### src/rtl/sgdma_pkg.sv
package sgdma_pkg;

  localparam int CtlSrcIncBit = 26;
  localparam int CtlDstIncBit = 27;
  localparam int CtlTcIrqBit  = 31;

  typedef enum logic [1:0] {
    ADDR_SRC   = 2'd0,
    ADDR_DST   = 2'd1,
    ADDR_FETCH = 2'd2
  } addrSel_e;

  typedef enum logic [2:0] {
    REG_SRC   = 3'd0,
    REG_DST   = 3'd1,
    REG_LINK  = 3'd2,
    REG_CTRL  = 3'd3,
    REG_CFG   = 3'd4,
    REG_STAT  = 3'd5,
    REG_CLEAR = 3'd6
  } regOfs_e;

  typedef struct packed {
    logic     loadWork;
    logic     latchData;
    logic     stepBeat;
    logic     markDesc;
    logic     setTc;
    logic     setErr;
    logic     stopChan;
    logic     descWr;
    logic [1:0] descIdx;
    addrSel_e addrSel;
  } dpStrobe_t;

endpackage

### src/rtl/sgdma_datapath.sv
module sgdma_datapath
  import sgdma_pkg::*;
#(
  parameter int ADDR_W  = 32,
  parameter int COUNT_W = 12
) (
  input  logic              clk,
  input  logic              rstN,
  input  logic              regWr,
  input  logic [2:0]        regAddr,
  input  logic [31:0]       regWdata,
  output logic [31:0]       regRdata,
  input  dpStrobe_t         strobe,
  input  logic [31:0]       memRdata,
  output logic [ADDR_W-1:0] memAddr,
  output logic [31:0]       memWdata,
  output logic              chanEnable,
  output logic              countZero,
  output logic              lastBeat,
  output logic              linkZero,
  output logic              tcEnable,
  output logic              irq
);

  localparam logic [ADDR_W-1:0]  WordStep = ADDR_W'(4);
  localparam logic [COUNT_W-1:0] OneCount = COUNT_W'(1);

  logic [ADDR_W-1:0]  srcReg, dstReg, linkReg;
  logic [31:0]        ctrlReg;
  logic               enReg, tcStat, errStat;
  logic [ADDR_W-1:0]  workSrc, workDst, fetchBase;
  logic [COUNT_W-1:0] remain;
  logic [31:0]        dataHold;
  logic               swWr, clrHit;

  assign swWr   = regWr && !enReg;
  assign clrHit = regWr && (regAddr == REG_CLEAR);

  always_ff @(posedge clk or negedge rstN) begin
    if (!rstN) begin
      srcReg    <= '0;
      dstReg    <= '0;
      linkReg   <= '0;
      ctrlReg   <= '0;
      enReg     <= 1'b0;
      tcStat    <= 1'b0;
      errStat   <= 1'b0;
      workSrc   <= '0;
      workDst   <= '0;
      fetchBase <= '0;
      remain    <= '0;
      dataHold  <= '0;
    end else begin
      if (swWr) begin
        case (regAddr)
          REG_SRC:  srcReg  <= regWdata[ADDR_W-1:0];
          REG_DST:  dstReg  <= regWdata[ADDR_W-1:0];
          REG_LINK: linkReg <= regWdata[ADDR_W-1:0];
          REG_CTRL: ctrlReg <= regWdata;
          REG_CFG:  enReg   <= regWdata[0];
          default: ;
        endcase
      end
      if (strobe.descWr) begin
        case (strobe.descIdx)
          2'd0: srcReg  <= memRdata[ADDR_W-1:0];
          2'd1: dstReg  <= memRdata[ADDR_W-1:0];
          2'd2: linkReg <= memRdata[ADDR_W-1:0];
          default: ctrlReg <= memRdata;
        endcase
      end
      if (strobe.loadWork) begin
        workSrc <= srcReg;
        workDst <= dstReg;
        remain  <= ctrlReg[COUNT_W-1:0];
      end
      if (strobe.latchData) dataHold <= memRdata;
      if (strobe.stepBeat) begin
        if (ctrlReg[CtlSrcIncBit]) workSrc <= workSrc + WordStep;
        if (ctrlReg[CtlDstIncBit]) workDst <= workDst + WordStep;
        remain <= remain - OneCount;
      end
      if (strobe.markDesc) fetchBase <= linkReg;
      if (strobe.stopChan) enReg <= 1'b0;
      tcStat  <= strobe.setTc  | (tcStat  & ~(clrHit & regWdata[0]));
      errStat <= strobe.setErr | (errStat & ~(clrHit & regWdata[1]));
    end
  end

  always_comb begin
    case (strobe.addrSel)
      ADDR_SRC: memAddr = workSrc;
      ADDR_DST: memAddr = workDst;
      default:  memAddr = fetchBase + ADDR_W'({strobe.descIdx, 2'b00});
    endcase
  end

  always_comb begin
    case (regAddr)
      REG_SRC:  regRdata = 32'(srcReg);
      REG_DST:  regRdata = 32'(dstReg);
      REG_LINK: regRdata = 32'(linkReg);
      REG_CTRL: regRdata = ctrlReg;
      REG_CFG:  regRdata = {31'd0, enReg};
      REG_STAT: regRdata = {30'd0, errStat, tcStat};
      default:  regRdata = '0;
    endcase
  end

  assign memWdata   = dataHold;
  assign chanEnable = enReg;
  assign countZero  = (ctrlReg[COUNT_W-1:0] == '0);
  assign lastBeat   = (remain == OneCount);
  assign linkZero   = (linkReg == '0);
  assign tcEnable   = ctrlReg[CtlTcIrqBit];
  assign irq        = tcStat | errStat;

endmodule

### src/rtl/sgdma_control.sv
module sgdma_control
  import sgdma_pkg::*;
(
  input  logic      clk,
  input  logic      rstN,
  input  logic      chanEnable,
  input  logic      countZero,
  input  logic      lastBeat,
  input  logic      linkZero,
  input  logic      tcEnable,
  input  logic      memGnt,
  input  logic      memErr,
  output logic      memReq,
  output logic      memWe,
  output dpStrobe_t strobe
);

  typedef enum logic [2:0] {
    ST_IDLE, ST_START, ST_READ, ST_WRITE, ST_DESC_END, ST_FETCH
  } state_e;

  state_e     state, stateNext;
  logic [1:0] fetchIdx, fetchIdxNext;

  always_ff @(posedge clk or negedge rstN) begin
    if (!rstN) begin
      state    <= ST_IDLE;
      fetchIdx <= 2'd0;
    end else begin
      state    <= stateNext;
      fetchIdx <= fetchIdxNext;
    end
  end

  always_comb begin
    stateNext      = state;
    fetchIdxNext   = fetchIdx;
    memReq         = 1'b0;
    memWe          = 1'b0;
    strobe         = '0;
    strobe.addrSel = ADDR_SRC;
    strobe.descIdx = fetchIdx;
    case (state)
      ST_IDLE: if (chanEnable) stateNext = ST_START;
      ST_START: begin
        strobe.loadWork = 1'b1;
        stateNext = countZero ? ST_DESC_END : ST_READ;
      end
      ST_READ: begin
        memReq = 1'b1;
        if (memGnt) begin
          if (memErr) begin
            strobe.setErr   = 1'b1;
            strobe.stopChan = 1'b1;
            stateNext = ST_IDLE;
          end else begin
            strobe.latchData = 1'b1;
            stateNext = ST_WRITE;
          end
        end
      end
      ST_WRITE: begin
        memReq = 1'b1;
        memWe  = 1'b1;
        strobe.addrSel = ADDR_DST;
        if (memGnt) begin
          if (memErr) begin
            strobe.setErr   = 1'b1;
            strobe.stopChan = 1'b1;
            stateNext = ST_IDLE;
          end else begin
            strobe.stepBeat = 1'b1;
            stateNext = lastBeat ? ST_DESC_END : ST_READ;
          end
        end
      end
      ST_DESC_END: begin
        strobe.setTc    = tcEnable;
        strobe.markDesc = 1'b1;
        fetchIdxNext    = 2'd0;
        if (linkZero) begin
          strobe.stopChan = 1'b1;
          stateNext = ST_IDLE;
        end else begin
          stateNext = ST_FETCH;
        end
      end
      ST_FETCH: begin
        memReq = 1'b1;
        strobe.addrSel = ADDR_FETCH;
        if (memGnt) begin
          if (memErr) begin
            strobe.setErr   = 1'b1;
            strobe.stopChan = 1'b1;
            stateNext = ST_IDLE;
          end else begin
            strobe.descWr = 1'b1;
            fetchIdxNext  = fetchIdx + 2'd1;
            if (fetchIdx == 2'd3) stateNext = ST_START;
          end
        end
      end
      default: stateNext = ST_IDLE;
    endcase
  end

endmodule

### src/rtl/sgDmaChannel.sv
module sgDmaChannel
  import sgdma_pkg::*;
#(
  parameter int ADDR_W  = 32,
  parameter int COUNT_W = 12
) (
  input  logic              clk,
  input  logic              rstN,
  input  logic              regWr,
  input  logic [2:0]        regAddr,
  input  logic [31:0]       regWdata,
  output logic [31:0]       regRdata,
  output logic              irq,
  output logic              memReq,
  output logic              memWe,
  output logic [ADDR_W-1:0] memAddr,
  output logic [31:0]       memWdata,
  input  logic              memGnt,
  input  logic [31:0]       memRdata,
  input  logic              memErr
);

  dpStrobe_t strobe;
  logic chanEnable, countZero, lastBeat, linkZero, tcEnable;

  sgdma_control ctrl_i (
    .clk(clk), .rstN(rstN),
    .chanEnable(chanEnable), .countZero(countZero), .lastBeat(lastBeat),
    .linkZero(linkZero), .tcEnable(tcEnable),
    .memGnt(memGnt), .memErr(memErr),
    .memReq(memReq), .memWe(memWe), .strobe(strobe)
  );

  sgdma_datapath #(.ADDR_W(ADDR_W), .COUNT_W(COUNT_W)) dp_i (
    .clk(clk), .rstN(rstN),
    .regWr(regWr), .regAddr(regAddr), .regWdata(regWdata), .regRdata(regRdata),
    .strobe(strobe), .memRdata(memRdata), .memAddr(memAddr), .memWdata(memWdata),
    .chanEnable(chanEnable), .countZero(countZero), .lastBeat(lastBeat),
    .linkZero(linkZero), .tcEnable(tcEnable), .irq(irq)
  );

endmodule

### config.mk
export PLATFORM = sky130hd
export DESIGN_NAME = sgDmaChannel
export DESIGN_NICKNAME = d
export VERILOG_FILES = /design/src/rtl/sgdma_pkg.sv /design/src/rtl/sgdma_datapath.sv /design/src/rtl/sgdma_control.sv /design/src/rtl/sgDmaChannel.sv
export SDC_FILE = /design/constraint.sdc
export NUM_CORES = 1
export LEC_CHECK = 0
export BUFFER_PORTS_ARGS = -buffer_cell sky130_fd_sc_hd__buf_2
export CAP_MARGIN = 20
export CORE_MARGIN = 1.5
export CORE_UTILIZATION = 46
export CTS_BUF_LIST = sky130_fd_sc_hd__clkbuf_8
export DETAILED_ROUTE_END_ITERATION = 8
export PLACE_DENSITY = 0.74
export SLEW_MARGIN = 20
export SYNTH_ARGS = -nofsm -noshare
export SYNTH_HDL_FRONTEND = slang
export SYNTH_SLANG_ARGS = --single-unit
### constraint.sdc
create_clock -name clk -period 3.16 [get_ports clk]
set_clock_uncertainty 0.05 [all_clocks]
set_input_delay 0 -clock clk [delete_from_list [all_inputs] [get_ports clk]]
set_output_delay 0 -clock clk [all_outputs]
set_load 0.02 [all_outputs]
Word level (Yosys, flattened, before mapping)
Cells that the tools add are included.

Bits in registers: 276. Bits of input ports: 72. Output and inout bits: 99. Logic and storage cells: 129.

Multiplexer cells: 60. Add/subtract/negate cells: 5. Reduce and logical (&&, ||, !) cells: 19. Bitwise gates (word level): 9. Eq/ne operators: 22.

Operators by type and width (number): $mux 32 (22); $pmux 32 s6 (1); $add 32x3->32 const B (2); $pmux 32 s2 (1); $mux 3 (11); $add 32x4->32 (1); $logic_not 32->1 (1); $mux 12 (2); $pmux 3 s6 (1); $eq 3x3->1 const B (5); $eq 12x1->1 const B (1); $eq 3x2->1 const B (4); $logic_not 12->1 (1); $mux 1 (12); $mux 2 (6); $sub 12x1->12 const B (1); $ne 2x2->1 const B (4); $pmux 2 s2 (2); $reduce_bool 2->1 (4); $eq 3x1->1 const B (2); $logic_not 3->1 (2); $reduce_or 3->1 (2); $reduce_and 5->1 (1); $and 1x1->1 (4); 15 further kinds (22).

Logic depth before layout (Yosys ltp)
Word-level depth: 6. Depth in mapped cells: 9. Mapped depth without buffers: 8.

By module
From an unflattened synthesis, not the netlist that was laid out.

Cell total of the unflattened synthesis: 1629. Area, all modules: 15338.5 um2.

By module, submodules not included: sgdma_datapath (instances 1, area each 14864.3 um2, seq. area each 6781.5 um2, cells each 1576); sgdma_control (instances 1, area each 474.2 um2, seq. area each 125.1 um2, cells each 53).

Least setup slack after synthesis
Ideal clock, no wire load.

Kind: register to output. Start point: register ctrl_i.fetchIdx[0]. End point: output port memAddr[28]. Path buffers: 0. Slack: 0.354 ns. Data required time: 3.110 ns. Stages on the path, launching flop included: 9. Data arrival time: 2.756 ns. Path through: dfrtp_1 ha_1 inv_1 fa_1 nand3b_1 nor4_1 nand4_1 xor2_1 o21ai_0.

Word-level cells in the longest chain between the ends: 2.

RTL lines: start: declaration (line sgdma_control.sv:23) `logic [1:0] fetchIdx, fetchIdxNext;`; start signal: assignment (line sgdma_control.sv:31) `fetchIdx <= fetchIdxNext;`; $add 32x4->32 (line sgdma_datapath.sv:94) `default: memAddr = fetchBase + ADDR_W'({strobe.descIdx, 2'b00});`; $pmux 32 s2 (line sgdma_datapath.sv:91) `case (strobe.addrSel)`; end: declaration (line sgDmaChannel.sv:16) `output logic [ADDR_W-1:0] memAddr,`.

No other way between the ends.

Worst setup path in the final report
Start point: register ctrl_i.fetchIdx[0]. End point: output port memAddr[30].

Same word-level chain as after synthesis.

==> summary.txt <==
Outcome
  – Status: finished clean

Drt
  – Vias: around 15000
  – DRT Pass-1 Iters: 5
  – Initial DRC count: ~1800
  – Antenna Nets Post-Route: 0
  – DR WL/cell: 23.4 um
  – Vias per cell: roughly 6.2
  – Final wirelength: between 50 and 60 mm
  – DRC violation count after routing: 0

Clock tree
  – Root Driver: clkbuf_8
  – CTS tree: done
  – CTS H-tree depth: 2
  – Inserted Clock Buffers: 47
  – Clock slew seen by the registers of the worst setup and hold paths: approximately 0.060 ns
  – CTS Sinks: around 280
  – Clock buffer depth: 3
  – Clk_lat worst skew: 0.60 ns

Pwr
  – PwrDens: approximately 970 nW/um^2
  – Clock power share: 0.183
  – Switching Fraction: 0.441
  – Portion of total power attributed to combinational logic: 0.392
  – Int Pwr: 10.2 mW
  – Design Power: roughly 18 mW
  – P_leak: 8.53 nW
  – Worst vdd ir: 500 uV
  – Power share of the sequential group: 0.424
  – Switching power: between 8 and 9 mW

Synth
  – Share of flip-flops with an asynchronous set or reset: 1.00
  – Count of state elements after synthesis: roughly 280
  – Syn Nets: approximately 1700
  – Ranking of synthesized cells by area: dfrtp_1, mux2i_1, nand2_1
  – Share of the synthesized area in the top cell type: 0.453
  – Post-synth EDFFs: 0
  – Post-Syn Instances: 1627
  – Synth Cell Area: around 15000 um^2
  – Most used DFF post-synth: dfrtp_1
  – Unique masters post-synth: around 70
  – Avg Synthesized Cell Area: 9.37 um^2
  – Synth warn: 0
  – Register area share after synthesis: 0.453
  – Leading area contributor after synthesis: dfrtp_1

Global route
  – Largest net degree at the start of global routing: 113
  – Initial antenna violation count: 1
  – Total Routing Usage GR: 0.326
  – Vias in the first global route: around 14000
  – Global-route wire length before repair: about 85 mm
  – Remaining global-route overflow: 0

Place
  – Pre-CTS setup slack: ~0.6 ns
  – Port Buffers: 170
  – DP HPWL: 37.5 mm
  – Placer Congestion: between 0.9 and 1
  – DP Cell Count: 2165
  – Post-DP Area: about 17000 um^2

Worst setup path
  – Worst Setup SP: ctrl_i.fetchIdx[0]
  – CP endpoint kind: output port
  – Crit Path Max Fanout: 8
  – Worst r2r dst: ctrl_i.state[1]
  – Worst reg-to-reg setup slack: 0.09 ns
  – RR Startpoint: dp_i.remain[3]
  – CP Launch Type: register
  – Worst Path Required: about 3.1 ns
  – Critical Path AT: between 3 and 4 ns
  – FF-to-FF path depth: 7
  – CP Class: reg -> out
  – Worst setup path endpoint: memAddr[30]

Floorplan
  – FP Rows: 66
  – Total core area: approximately 33000 um^2
  – DIE WIDTH: around 190 um
  – Die area: approximately 34000 um^2
  – Initial Utilization: 0.468
  – # IOs: 171
  – Die Y: around 190 um

Final layout
  – Layout cell share with drive strength beyond 1: 0.207
  – Final design utilization: 0.576
  – Storage element area: around 7000 um^2
  – Layout Cells excl Fill: 2362
  – Multi-input logic area: 7850 um^2
  – Final Instance Area: ~19000 um^2
  – Ant. Diodes: 0
  – Area Overhead vs Synth: 23.0%
  – Fillers: ~2800
  – Nets: about 2000

STA
  – Fmax: between 300 and 400 MHz
  – Final hold viol count: 0
  – Final Max Slew Viols: 0
  – Tmin final: just over 3 ns
  – Hold_ws: ~0.024 ns
  – RSZ-0062 raised after global routing: true
  – Crit share post-route: 0.980
  – TNS Setup: 0 ns
  – Slew Limit Headroom: 0.373
  – # setup viols final: 0
  – PnR worst setup slack: between 0.06 and 0.07 ns
  – Worst-Margin Slew: ~0.94 ns

Run
  – Max-cap violations: 0

Worst hold path
  – Worst min path class: in -> async
-- repair_timing --
item	in CTS	in global routing
pin swaps	0	10
setup buffers	1	4
resized for setup	0	15
hold buffers	107	0
hold endpoints to repair	279	0
setup endpoints to repair	3	11
cloned	0	0
-- cell usage in the layout (no fill, tap or decap), types with 24 or more instances in the layout --
master         instances
a21oi_1               45
a22oi_1               66
buf_2                165
buf_4                 41
clkbuf_8              58
dfrtp_1              275
dlygate4sd3_1        107
inv_1                 35
mux2_2                72
mux2i_1              145
nand2_1              262
nand3_1               37
nand4_1               28
nor2_1                78
nor3_1                26
o21ai_0              174
o22ai_1               24
-- registers in the layout, indices dropped and copies added, names as in the netlist, 12 cells and up --
signal	count
dp_i.memWdata	32
dp_i.remain	12
dp_i.linkReg	32
dp_i.workDst	32
dp_i.dstReg	32
dp_i.ctrlReg	32
dp_i.fetchBase	32
dp_i.srcReg	32
dp_i.workSrc	32
-- cells in the mapped netlist (4+ instances only) --
library cell / number
a211oi_1: 22
a21o_1: 5
a21oi_1: 45
a22oi_1: 66
a311oi_1: 17
a31oi_1: 8
and2_1: 15
and3_1: 20
and4_1: 11
buf_1: 11
buf_2: 25
clkbuf_1: 76
dfrtp_1: 276
ha_1: 10
inv_1: 21
mux2_2: 72
mux2i_1: 145
nand2_1: 266
nand2b_1: 5
nand3_1: 37
nand4_1: 28
nor2_1: 81
nor2b_1: 5
nor3_1: 27
nor4_1: 24
o211ai_1: 4
o21ai_0: 178
o22ai_1: 24
o311ai_0: 5
or2_2: 5
or3_1: 6
or4_1: 5
xnor2_1: 16
xor2_1: 13
-- metal layers --
metal  track usage  up-vias  wire length, um
met5             0        -               12
met4         0.138        2             2390
met3        0.0747      176             6210
met2         0.491      923            24500
met1         0.451     7191            22200
li1              -     6452                -
-- final cells by class --
type / count / share of cell area
clock inverter: 27 / 0.00922
timing repair buffer: 322 / 0.127
sequential: 276 / 0.369
multi-input combinational: 1216 / 0.419
clock buffer: 58 / 0.0426
inverter: 21 / 0.00421
tap: 442 / 0.0295
-- power by group through the flow --
stage	clock, mW	combinational [mW]	sequential (mW)
after floorplan	0	4.41	6.77
after global placement	0	6.37	7.55
after detailed placement	0	6.53	7.61
after CTS	3.38	6.95	7.57
after global routing	3.53	7.75	7.89
final	3.35	7.16	7.75
-- kinds of logic (layout without fill, tap and decap cells) --
group	after synthesis	in the layout	share of synthesized area
buffers and inverters	135	428	0.0356
muxes	217	217	0.148
DFF	276	276	0.453
and+or+nand+nor	551	551	0.170
adders and majority gates	11	11	0.00953
xor gates and xnor gates	29	29	0.0167
AOI/OAI and AO/OA	408	408	0.167
-- how the worst min path moves through the flow --
stage / startpoint / to
finish: rstN / dp_i.memWdata[3]
global route: rstN / dp_i.memWdata[3]
global placement: rstN / dp_i.linkReg[1]
detailed placement: rstN / dp_i.dstReg[1]
floorplan: rstN / ctrl_i.fetchIdx[0]
CTS: rstN / dp_i.workDst[27]
-- critical path, cell delays in order, from the launching register on --
cell and delay (ns):
dfrtp_1 0.41, ha_2 0.21, inv_2 0.04, fa_2 0.33, nand3b_1 0.24, nor4_2 0.34
buf_4 0.22, nand4_1 0.14, xnor2_1 0.18, a21oi_1 0.17, buf_4 0.18
Power figures use the tool's default switching activity.
